## src/rtl/fxm_pkg.sv

```systemverilog
package fxm_pkg;
    typedef enum logic [1:0] {
        FXM_IDLE = 2'd0,
        FXM_RUN  = 2'd1,
        FXM_DONE = 2'd2
    } fxm_state_e;
endpackage

```

## src/rtl/fxm_split.sv

```systemverilog
module fxm_split #(
    parameter int WIDTH = 32
) (
    input  logic [WIDTH-1:0] word,
    output logic             sgn,
    output logic [WIDTH-2:0] mag
);
    always_comb begin
        sgn = word[WIDTH-1];
        mag = word[WIDTH-2:0];
    end
endmodule

```

## src/rtl/fxm_step.sv

```systemverilog
module fxm_step #(
    parameter int MAG_W = 31,
    parameter int ACC_W = 62
) (
    input  logic [ACC_W-1:0] acc,
    input  logic [ACC_W-1:0] mcand,
    input  logic [MAG_W-1:0] mplier,
    output logic [ACC_W-1:0] acc_nx,
    output logic [ACC_W-1:0] mcand_nx,
    output logic [MAG_W-1:0] mplier_nx
);
    // one partial product per call: add when the current multiplier bit is set
    always_comb begin
        acc_nx    = mplier[0] ? (acc + mcand) : acc;
        mcand_nx  = mcand << 1;
        mplier_nx = mplier >> 1;
    end
endmodule

```

## src/rtl/fxm_realign.sv

```systemverilog
module fxm_realign #(
    parameter int FRAC_W = 15,
    parameter int MAG_W  = 31,
    parameter int ACC_W  = 62
) (
    input  logic [ACC_W-1:0] acc,
    input  logic             sgn_in,
    output logic [MAG_W-1:0] mag,
    output logic             sgn,
    output logic             ovf
);
    logic [ACC_W-1:0] shifted;

    always_comb begin
        shifted = acc >> FRAC_W;
        mag     = shifted[MAG_W-1:0];
        ovf     = |shifted[ACC_W-1:MAG_W];
        sgn     = sgn_in & (|mag);
    end
endmodule

```

## src/rtl/fxm_seq_mult.sv

```systemverilog
module fxm_seq_mult
    import fxm_pkg::*;
#(
    parameter int FRAC_W = 15,
    parameter int WIDTH  = 32
) (
    input  logic             clk,
    input  logic             rst_n,
    input  logic             start,
    input  logic [WIDTH-1:0] op_a,
    input  logic [WIDTH-1:0] op_b,
    output logic [WIDTH-1:0] result,
    output logic             done,
    output logic             ovf
);
    localparam int MAG_W = WIDTH - 1;
    localparam int ACC_W = 2 * MAG_W;
    localparam int CNT_W = $clog2(MAG_W + 1);
    localparam logic [CNT_W-1:0] LAST = CNT_W'(MAG_W - 1);

    typedef struct packed {
        fxm_state_e       st;
        logic [CNT_W-1:0] cnt;
        logic [ACC_W-1:0] acc;
        logic [ACC_W-1:0] mcand;
        logic [MAG_W-1:0] mplier;
        logic             sgn_x;
        logic [WIDTH-1:0] res;
        logic             ovf;
    } regs_t;

    regs_t q, d;

    logic             sgn_a, sgn_b;
    logic [MAG_W-1:0] mag_a, mag_b;
    logic [ACC_W-1:0] acc_nx, mcand_nx;
    logic [MAG_W-1:0] mplier_nx;
    logic [MAG_W-1:0] fin_mag;
    logic             fin_sgn, fin_ovf;

    fxm_split #(.WIDTH(WIDTH)) u_split_a (.word(op_a), .sgn(sgn_a), .mag(mag_a));
    fxm_split #(.WIDTH(WIDTH)) u_split_b (.word(op_b), .sgn(sgn_b), .mag(mag_b));

    fxm_step #(.MAG_W(MAG_W), .ACC_W(ACC_W)) u_step (
        .acc      (q.acc),
        .mcand    (q.mcand),
        .mplier   (q.mplier),
        .acc_nx   (acc_nx),
        .mcand_nx (mcand_nx),
        .mplier_nx(mplier_nx)
    );

    fxm_realign #(.FRAC_W(FRAC_W), .MAG_W(MAG_W), .ACC_W(ACC_W)) u_realign (
        .acc   (acc_nx),
        .sgn_in(q.sgn_x),
        .mag   (fin_mag),
        .sgn   (fin_sgn),
        .ovf   (fin_ovf)
    );

    always_comb begin
        d = q;
        case (q.st)
            FXM_IDLE, FXM_DONE: begin
                if (start) begin
                    d.st     = FXM_RUN;
                    d.cnt    = '0;
                    d.acc    = '0;
                    d.mcand  = ACC_W'(mag_a);
                    d.mplier = mag_b;
                    d.sgn_x  = sgn_a ^ sgn_b;
                end
            end
            FXM_RUN: begin
                d.acc    = acc_nx;
                d.mcand  = mcand_nx;
                d.mplier = mplier_nx;
                d.cnt    = q.cnt + CNT_W'(1);
                if (q.cnt == LAST) begin
                    d.st  = FXM_DONE;
                    d.res = {fin_sgn, fin_mag};
                    d.ovf = fin_ovf;
                end
            end
            default: d.st = FXM_IDLE;
        endcase
    end

    always_ff @(posedge clk or negedge rst_n) begin
        if (!rst_n) begin
            q <= '{st: FXM_IDLE, default: '0};
        end else begin
            q <= d;
        end
    end

    assign result = q.res;
    assign done   = (q.st == FXM_DONE);
    assign ovf    = q.ovf;

    logic busy;
    assign busy = (q.st == FXM_RUN);

    assert_capture_R8: assert property (@(posedge clk) disable iff (!rst_n)
        (start && !busy) |=> (busy && q.cnt == '0 && q.acc == '0));

    assert_busy_runs_R7: assert property (@(posedge clk) disable iff (!rst_n)
        (busy && q.cnt != LAST) |=> (busy && q.cnt == $past(q.cnt) + CNT_W'(1)));

    assert_no_done_busy_R5: assert property (@(posedge clk) disable iff (!rst_n)
        busy |-> !done);

    assert_done_after_last_R5: assert property (@(posedge clk) disable iff (!rst_n)
        $rose(done) |-> ($past(busy) && $past(q.cnt) == LAST));

    assert_done_hold_R6: assert property (@(posedge clk) disable iff (!rst_n)
        (done && !start) |=> (done && $stable(result) && $stable(ovf)));

    assert_restart_R6: assert property (@(posedge clk) disable iff (!rst_n)
        (done && start) |=> (!done && busy));

    assert_zero_positive_R4: assert property (@(posedge clk) disable iff (!rst_n)
        (done && result[WIDTH-2:0] == '0) |-> !result[WIDTH-1]);
endmodule

```

## config.mk

```make
export PLATFORM = sky130hd
export DESIGN_NAME = fxm_seq_mult
export DESIGN_NICKNAME = d
export VERILOG_FILES = /design/src/rtl/fxm_pkg.sv /design/src/rtl/fxm_split.sv /design/src/rtl/fxm_step.sv /design/src/rtl/fxm_realign.sv /design/src/rtl/fxm_seq_mult.sv
export SDC_FILE = /design/constraint.sdc
export NUM_CORES = 1
export LEC_CHECK = 0
export CAP_MARGIN = 20
export CORE_MARGIN = 2
export CORE_UTILIZATION = 62
export DETAILED_ROUTE_END_ITERATION = 7
export PLACE_DENSITY_LB_ADDON = 0.05
export SLEW_MARGIN = 20
export SYNTH_ARGS = -nofsm -noshare
export SYNTH_HDL_FRONTEND = slang
export SYNTH_SLANG_ARGS = --single-unit
```

## constraint.sdc

```tcl
create_clock -name clk -period 10.1 [get_ports clk]
set_input_delay 2.02 -clock clk [delete_from_list [all_inputs] [get_ports clk]]
set_output_delay 2.02 -clock clk [all_outputs]
set_load 0.02 [all_outputs]
```

* Yosys cells after proc, flatten, opt, wreduce, memory -nomap -nowiden
Cells that the tools add are included.
Storage, ports and cells: register bits after elaboration 196, output and inout port bits 34, word-level logic and storage cells 34
Cells by class: add/sub/neg operators 2, eq/ne operators 6, muxes and demuxes 5, bitwise operators 2, reduce and logical (&&, ||, !) cells 10
Operator list (number):
- $pmux 160 s2 | 1
- $mux 163 | 1
- $add 62x62->62 | 1
- $mux 62 | 1
- $reduce_or 31->1 | 1
- $reduce_or 16->1 | 1
- $reduce_and 2->1 | 4
- $add 5x1->5 const B | 1
- $eq 5x5->1 const B | 1
- $ne 2x2->1 const B | 2
- $pmux 2 s2 | 1
- $reduce_and 3->1 | 1
- $eq 2x1->1 const B | 1
- $eq 2x2->1 const B | 1
- $logic_not 2->1 | 1
- $mux 2 | 1
- $ne 2x1->1 const B | 1
- $reduce_bool 2->1 | 1
- $reduce_or 2->1 | 1
- $and 1x1->1 | 1
- $xor 1x1->1 | 1

* Depth between registers and ports, before layout
Gate-level depths: netlist (run 1).
depth in word-level cells 4, depth in mapped cells 13, depth with buffers taken out 13

* Modules after synthesis
Synthesis (run 1) repeated with hierarchy kept, for this count alone.
Second synthesis, totals: cells, all modules 1579, area total of the unflattened synthesis 14869.3 µm²
By module, submodules not included:
- fxm_seq_mult | times used 1, cells each 691, area each 8648.3 µm², seq. area each 4904.7 µm²
- fxm_step | times used 1, cells each 777, area each 5401.4 µm², seq. area each 0.0 µm²
- fxm_split | times used 2, cells each 32, area each 240.2 µm², seq. area each 0.0 µm²
- fxm_realign | times used 1, cells each 47, area each 339.1 µm², seq. area each 0.0 µm²

* Worst setup path after synthesis (run 1)
No wires, ideal clock.
path kind reg2reg, start point register q[127] (netlist bit), end point register q (netlist bit result[31]), data arrival time 3193 ps, required time 9966 ps, setup slack 6773 ps, cell stages (with the launch flop) 14, buffers on the path 0, cell sequence dfrtp_1 ha_1 fa_1 a21oi_1 nand4b_1 a21oi_1 o211a_1 or3_1 a211oi_1 o21ai_1 or4_1 nor4_1 and4_1 a31oi_1
On the way: longest elaborated chain between the ends 4
Ends and longest elaborated chain:
- start: declaration | RTL line fxm_seq_mult.sv:32 | regs_t q, d;
- start signal: assignment | RTL line fxm_seq_mult.sv:91 | q <= '{st: FXM_IDLE, default: '0};
- start signal: assignment | RTL line fxm_seq_mult.sv:93 | q <= d;
- $add 62x62->62 | RTL line fxm_step.sv:14 | acc_nx = mplier[0] ? (acc + mcand) : acc;
- $mux 62 | RTL line fxm_step.sv:14
- $reduce_or 31->1 | RTL line fxm_realign.sv:18 | sgn = sgn_in & (|mag);
- $and 1x1->1 | RTL line fxm_realign.sv:18
Every way passes these cells. The select of a mux whose other input is x is not followed. A chain may end at the register's enable or synchronous reset.

* Worst setup path in the final report (run 1)
start point register q[146] (netlist bit), end point register q (netlist bit ovf)
On the way: longest elaborated chain between the ends 3
Ends and longest elaborated chain:
- $add 62x62->62 | RTL line fxm_step.sv:14
- $mux 62 | RTL line fxm_step.sv:14
- $reduce_or 16->1 | RTL line fxm_realign.sv:17 | ovf = |shifted[ACC_W-1:MAG_W];
Every way passes these cells. The select of a mux whose other input is x is not followed.

==> results of run 1 <==
[state kept, by name, summed over array words and instances, names as in the netlist]
name    count
q         163
result     32
ovf         1
[layer usage]
layer  GRT usage, %  up-vias  wire [um]
met4          11.25        0        949
met2          48.32      364      14090
met5              0        -          0
li1               -     5118          -
met3          5.965       74       1821
met1          43.93     5035      14190
[area by class of cell]
type / instances / area (um2) / area share, %
multi-input cells: 1074 / 6661 / 48.86
flip-flops and latches: 196 / 4906 / 35.98
repair buffers: 108 / 1081 / 7.929
clock buffers: 18 / 429.2 / 3.148
well taps: 265 / 331.6 / 2.432
clock inverters: 14 / 142.6 / 1.046
inverters: 22 / 82.58 / 0.6057
[cells in the mapped netlist (all sizes together) (5+ instances only)]
| cell | count | area (um2) |
|---|---|---|
| o21a | 11 | 82.58 |
| nor3 | 19 | 95.09 |
| nand2b | 9 | 56.30 |
| a21o | 21 | 157.7 |
| nand3 | 33 | 170.2 |
| o31ai | 6 | 45.04 |
| a21oi | 100 | 526.8 |
| mux2 | 5 | 56.30 |
| a22o | 43 | 376.6 |
| o22ai | 61 | 381.6 |
| mux2i | 21 | 210.2 |
| xor2 | 17 | 148.9 |
| ha | 63 | 788.3 |
| a31oi | 12 | 90.09 |
| inv | 22 | 82.58 |
| o211ai | 17 | 127.6 |
| and4 | 6 | 52.55 |
| nor2 | 175 | 656.9 |
| or3 | 9 | 56.30 |
| nor2b | 17 | 106.4 |
| o31a | 5 | 43.79 |
| a21boi | 7 | 52.55 |
| clkbuf | 61 | 229.0 |
| nand2 | 147 | 551.8 |
| nand4 | 14 | 87.58 |
| a31o | 6 | 52.55 |
| a211oi | 8 | 60.06 |
| o21bai | 10 | 75.07 |
| dfrtp | 196 | 4905 |
| xnor2 | 29 | 254.0 |
| o21ai | 141 | 709.4 |
| nor4 | 6 | 37.54 |
| buf | 43 | 297.8 |
[worst reg2reg max path, delay by kind of cell, from the launching register on]
kind | cells | cell delay [ps]
and+or+nand+nor | 4 | 1030
AOI/OAI and AO/OA | 7 | 2040
DFF | 1 | 440
adders and majority gates | 1 | 460
[per-stage QoR]
stage / utilization (%) / cells / setup WS, ps
floorplan: - / 1396 / 6773
CTS: 70.37 / 1696 / 6118
global placement: 67.41 / 1664 / 6042
finish: 70.52 / 1697 / 6014
detailed placement: 67.41 / 1664 / 5957
global route: 70.52 / 1697 / 5823
[cell families after synthesis]
family,share of synthesized area [%]
AOI/OAI and AO/OA,25.53
xor gates and xnor gates,3.319
buffers and inverters,5.019
and+or+nand+nor,16.88
muxes,2.195
DFF,40.40
adders and majority gates,6.658
[worst max path at each step]
stage / start / endpoint / slack, ps / cells after the start
after global placement: start / q[85] / 6040 / 7
after detailed placement: start / q[76] / 5960 / 7
after floorplan: q[127] / result[31] / 6770 / 13
after global routing: q[146] / ovf / 5820 / 12
after CTS: q[146] / ovf / 6120 / 12
final: q[146] / ovf / 6010 / 12
==> flow_metrics.env, run 1 <==
export IMPL_status="complete, no violations"
export IMPL_layout_commonest_cell="dfrtp_1"
export IMPL_finClkSkew_ps=13.53
export IMPL_worstPathCellList="ha_1, and4_1, nand2_1, o2bb2ai_1, o21ai_0, a311oi_1, o211ai_1, a21o_1, a31o_2, nor4_1, and4bb_1, a31oi_1"
export IMPL_worstSkewPairLatency_ps=440
export IMPL_rsz0062_at_grt="no"
export IMPL_holdWs_ps=478.0
export IMPL_drive_above_1_share_pct=4.888
export IMPL_grt_usage_pct=31.23
export IMPL_cpPeakStageDelay_ps=590
export IMPL_die_h_um=143.9
export IMPL_post_cts_setup_buffers=0
export IMPL_syn_area_um2=12140
export IMPL_synthArstFlopShare_pct=100.0
export IMPL_slew_headroom_pct=39.54
export IMPL_fin_area_um2=13630
export IMPL_drt_vias_per_instance=6.241
export IMPL_syn_nets=1527
export IMPL_yosysWarnings=0
export IMPL_gp_congestion=0.9527
export IMPL_nFillCells=1548
export IMPL_maxCapViolations=0
export IMPL_grt_pass1_wl_mm=51.10
export IMPL_synth_cells=1396
export IMPL_tns_ps=0
export IMPL_max_freq_mhz=244.7
export IMPL_vias=10590
export IMPL_rr_startpoint="q[146]"
export IMPL_grt_ovfl_total=0
export IMPL_synth_edf_count=0
export IMPL_worstPathRequired_ps=10420
export IMPL_grt_max_degree=116
export IMPL_drc=0
export IMPL_grt_pass1_vias=9870
export IMPL_die_w_um=143.9
export IMPL_max_slew_worst_pin_slew_ps=906.9
export IMPL_cts_buffers=17
export IMPL_rows=51
export IMPL_path_delay_family="compound AO/OA/AOI/OAI gates"
export IMPL_cp_arrival_ps=4400
export IMPL_setup_viol=0
export IMPL_die_area_um2=20720
export IMPL_hold_end="result[0]"
export IMPL_postPlaceCellArea_um2=13030
export IMPL_cts_root_buf="clkbuf_16"
export IMPL_ios=101
export IMPL_ys_ff_latch=196
export IMPL_cts_resized=0
export IMPL_clockBufferDepth=2
export IMPL_hold_path_class="register to register"
export IMPL_io_buffers=100
export IMPL_layout_common_cells="195 x dfrtp_1, 174 x nor2_1, 145 x nand2_1, 133 x o21ai_0, 99 x clkdlybuf4s50_1"
export IMPL_hold_path_cell_count=2
export IMPL_dp_hpwl_mm=21.97
export IMPL_drtIter0Drc=702
export IMPL_htreeDepth=4
export IMPL_synth_distinct_cells=75
export IMPL_finalCriticalPeriod_ps=4086
export IMPL_synth_area_per_cell_um2=8.697
export IMPL_antenna_found_initial=0
export IMPL_antenna_left=0
export IMPL_path_class="register to register"
export IMPL_holdBufCountCts=0
export IMPL_timing_rr_end="ovf"
export IMPL_path_buf_inv=0
export IMPL_hold_start="result[0]"
export IMPL_antenna_cells=0
export IMPL_start_util_pct=62.79
export IMPL_drt_total_wl_mm=31.06
export IMPL_cts_tree="yes"
export IMPL_routedWlPerCell_um=18.30
export IMPL_worstRegToRegCells=12
export IMPL_endpoint_kind="register"
export IMPL_fin_crit_sh_pct=40.45
export IMPL_nNetsFinal=1550
export IMPL_ys_seq_area_share_pct=40.40
export IMPL_core_area_um2=19330
export IMPL_cp_max_fo=7
export IMPL_cp_slowest_cell="a311oi_1"
export IMPL_dr_pass1_iters=5
export IMPL_cts_clk_slew_worst_paths_ps=80
export IMPL_area_growth_pct=12.31
export IMPL_clkSinkCount=196
export IMPL_finalHoldViolations=0
export IMPL_synthFlopType="dfrtp_1"
export IMPL_critPathLaunchType="register"
export IMPL_r2r_slack_ps=6010
export IMPL_drv_slew=0
Power of run 1 is left out: the tool's default activity adds up to more than one toggle a clock period on the data nets, which glitch-free logic cannot reach.
==> inputs of run 2 (changes only) <==
--- a/config.mk
+++ b/config.mk
@@ -7,7 +7,7 @@
 export LEC_CHECK = 0
 export CAP_MARGIN = 20
 export CORE_MARGIN = 2
-export CORE_UTILIZATION = 62
+export CORE_UTILIZATION = 53
 export DETAILED_ROUTE_END_ITERATION = 7
 export PLACE_DENSITY_LB_ADDON = 0.05
 export SLEW_MARGIN = 20
==> constraint.sdc (replaced) <==
create_clock -name clk -period 3.3 [get_ports clk]
set_input_delay 0.66 -clock clk [delete_from_list [all_inputs] [get_ports clk]]
set_output_delay 0.66 -clock clk [all_outputs]
set_load 0.02 [all_outputs]
==> run 2 against run 1 <==
Net effect: the run now ends with negative setup slack left; highest routed layer unchanged; register-to-register slack got worse by 6200 ps; count of clock-buffer cells in the layout decreased by 1; wire length increased by 17%; sequential share of layout area decreased by 5.1 points; global-route usage decreased by 0.66 points; fmax increased by 18%; first-iteration DRC count increased by 19%; hold slack got worse by 320 ps; utilization decreased by 0.21 points.
==> flow_metrics.env, run 2 (synthesis gave the netlist of run 1 again) <==
export IMPL_dp_hpwl_mm=26.37
export IMPL_fin_ws_ps=-166.4
export IMPL_drv_slew=0
export IMPL_drive_above_1_share_pct=22.10
export IMPL_finalCriticalPeriod_ps=3466
export IMPL_nNetsFinal=1788
export IMPL_rows=55
export IMPL_utilization_pct=70.30
export IMPL_grt_max_degree=85
export IMPL_clockBufferDepth=2
export IMPL_fin_crit_sh_pct=105.0
export IMPL_wl_met2_mm=17.27
export IMPL_rsz0062_at_grt="yes"
export IMPL_instances_no_fill=1955
export IMPL_clkSinkCount=196
export IMPL_vias=11500
export IMPL_drc=0
export IMPL_finClkSkew_ps=21.05
export IMPL_maxCapViolations=0
export IMPL_status="finished with violations"
export IMPL_cp_max_fo=6
export IMPL_layout_common_cells="241 x buf_4, 195 x dfrtp_1, 171 x nor2_1, 141 x nand2_1, 128 x o21ai_0"
export IMPL_htreeDepth=4
export IMPL_grt_pass1_wl_mm=58.86
export IMPL_ff_latch_area_um2=4906
export IMPL_critPathLaunchType="register"
export IMPL_holdBufCountCts=0
export IMPL_cts_clk_slew_worst_paths_ps=90
export IMPL_cts_tree="yes"
export IMPL_area_growth_pct=30.71
export IMPL_gp_congestion=0.9566
export IMPL_cts_buffers=17
export IMPL_layout_commonest_cell="buf_4"
export IMPL_setup_viol=3
export IMPL_regMostFlops="q"
export IMPL_die_area_um2=24130
export IMPL_holdWs_ps=159.2
export IMPL_nFillCells=1869
export IMPL_ios=101
export IMPL_antenna_found_initial=0
export IMPL_max_slew_worst_pin_slew_ps=916.2
export IMPL_grt_pass1_vias=11250
export IMPL_drtIter0Drc=832
export IMPL_dr_pass1_iters=6
export IMPL_hold_path_class="input port to asynchronous set/reset pin"
export IMPL_largest_register_ffs=163
export IMPL_slew_headroom_pct=38.92
export IMPL_cts_root_buf="clkbuf_16"
export IMPL_core_area_um2=22570
export IMPL_m1WireLength_mm=16.42
export IMPL_multi_input_area_um2=7029
export IMPL_worstPathRequired_ps=3630
export IMPL_top_layer="met4"
export IMPL_routedWlPerCell_um=18.55
export IMPL_die_w_um=155.4
export IMPL_io_buffers=100
export IMPL_drt_vias_per_instance=5.882
export IMPL_cp_arrival_ps=3800
export IMPL_finalHoldViolations=0
export IMPL_grt_usage_pct=30.57
export IMPL_antenna_left=0
export IMPL_pre_cts_ws_ps=-348.7
export IMPL_die_h_um=155.4
export IMPL_met3WireLength_mm=1.718
export IMPL_drt_total_wl_mm=36.27
export IMPL_worstSkewPairLatency_ps=460
export IMPL_place_inst=1907
export IMPL_path_class="register to register"
export IMPL_violations="negative setup slack"
export IMPL_max_freq_mhz=288.5
export IMPL_start_util_pct=53.79
export IMPL_antenna_cells=0
export IMPL_endpoint_kind="register"
export IMPL_grt_ovfl_total=0
## run 2: worst paths after layout
path / from / end / slack, ps / depth (start not counted)
max in group asynchronous: rst_n / q[128] / 2340 / 2
max: q[135] / ovf / -170 / 12
min in group clk: result[10] / result[10] / 480 / 2
max reg2reg: q[135] / ovf / -170 / 12
min: rst_n / result[10] / 160 / 1
min reg2reg: result[10] / result[10] / 480 / 2
## run 2: through the flow
stage | setup TNS [ps] | area (um2)
6_report | -420.5 | 15870
2_1_floorplan | 0 | 12140
3_5_place_dp | -1064 | 14760
4_1_cts | -260.3 | 15680
3_3_place_gp | -887.6 | 14760
5_1_grt | -938.3 | 15870
## run 2: critical path, cell delays in order (launching register included)
cell and delay, ps:
dfrtp_1 400, ha_1 390, a21oi_2 200, o21ai_0 130, a31o_2 270, a31oi_4 240, a2111oi_4 130, o21a_2 270
o211ai_1 230, or4b_4 480, a31o_1 250, and4bb_1 260, a31oi_1 80
## run 2: cell type report
type | count | area share [%]
flip-flops and latches | 196 | 30.92
multi-input cells | 1074 | 44.30
inverters | 22 | 0.5204
well taps | 285 | 2.247
repair buffers | 346 | 18.20
clock inverters | 15 | 1.143
clock buffers | 17 | 2.681
## run 2: per-layer routing
layer / track usage (%) / vias to the layer above
li1: - / 5587
met1: 41.90 / 5520
met2: 50.61 / 330
met3: 4.763 / 63
met4: 8.432 / 0
met5: 0 / -
## run 2: repair_timing
item	CTS	global route
pin swaps	20	9
gates resized for setup	39	36
endpoints found under the setup margin	6	12
gates cloned	0	0
buffers inserted	9	7
Power of run 2 is left out for the same reason.
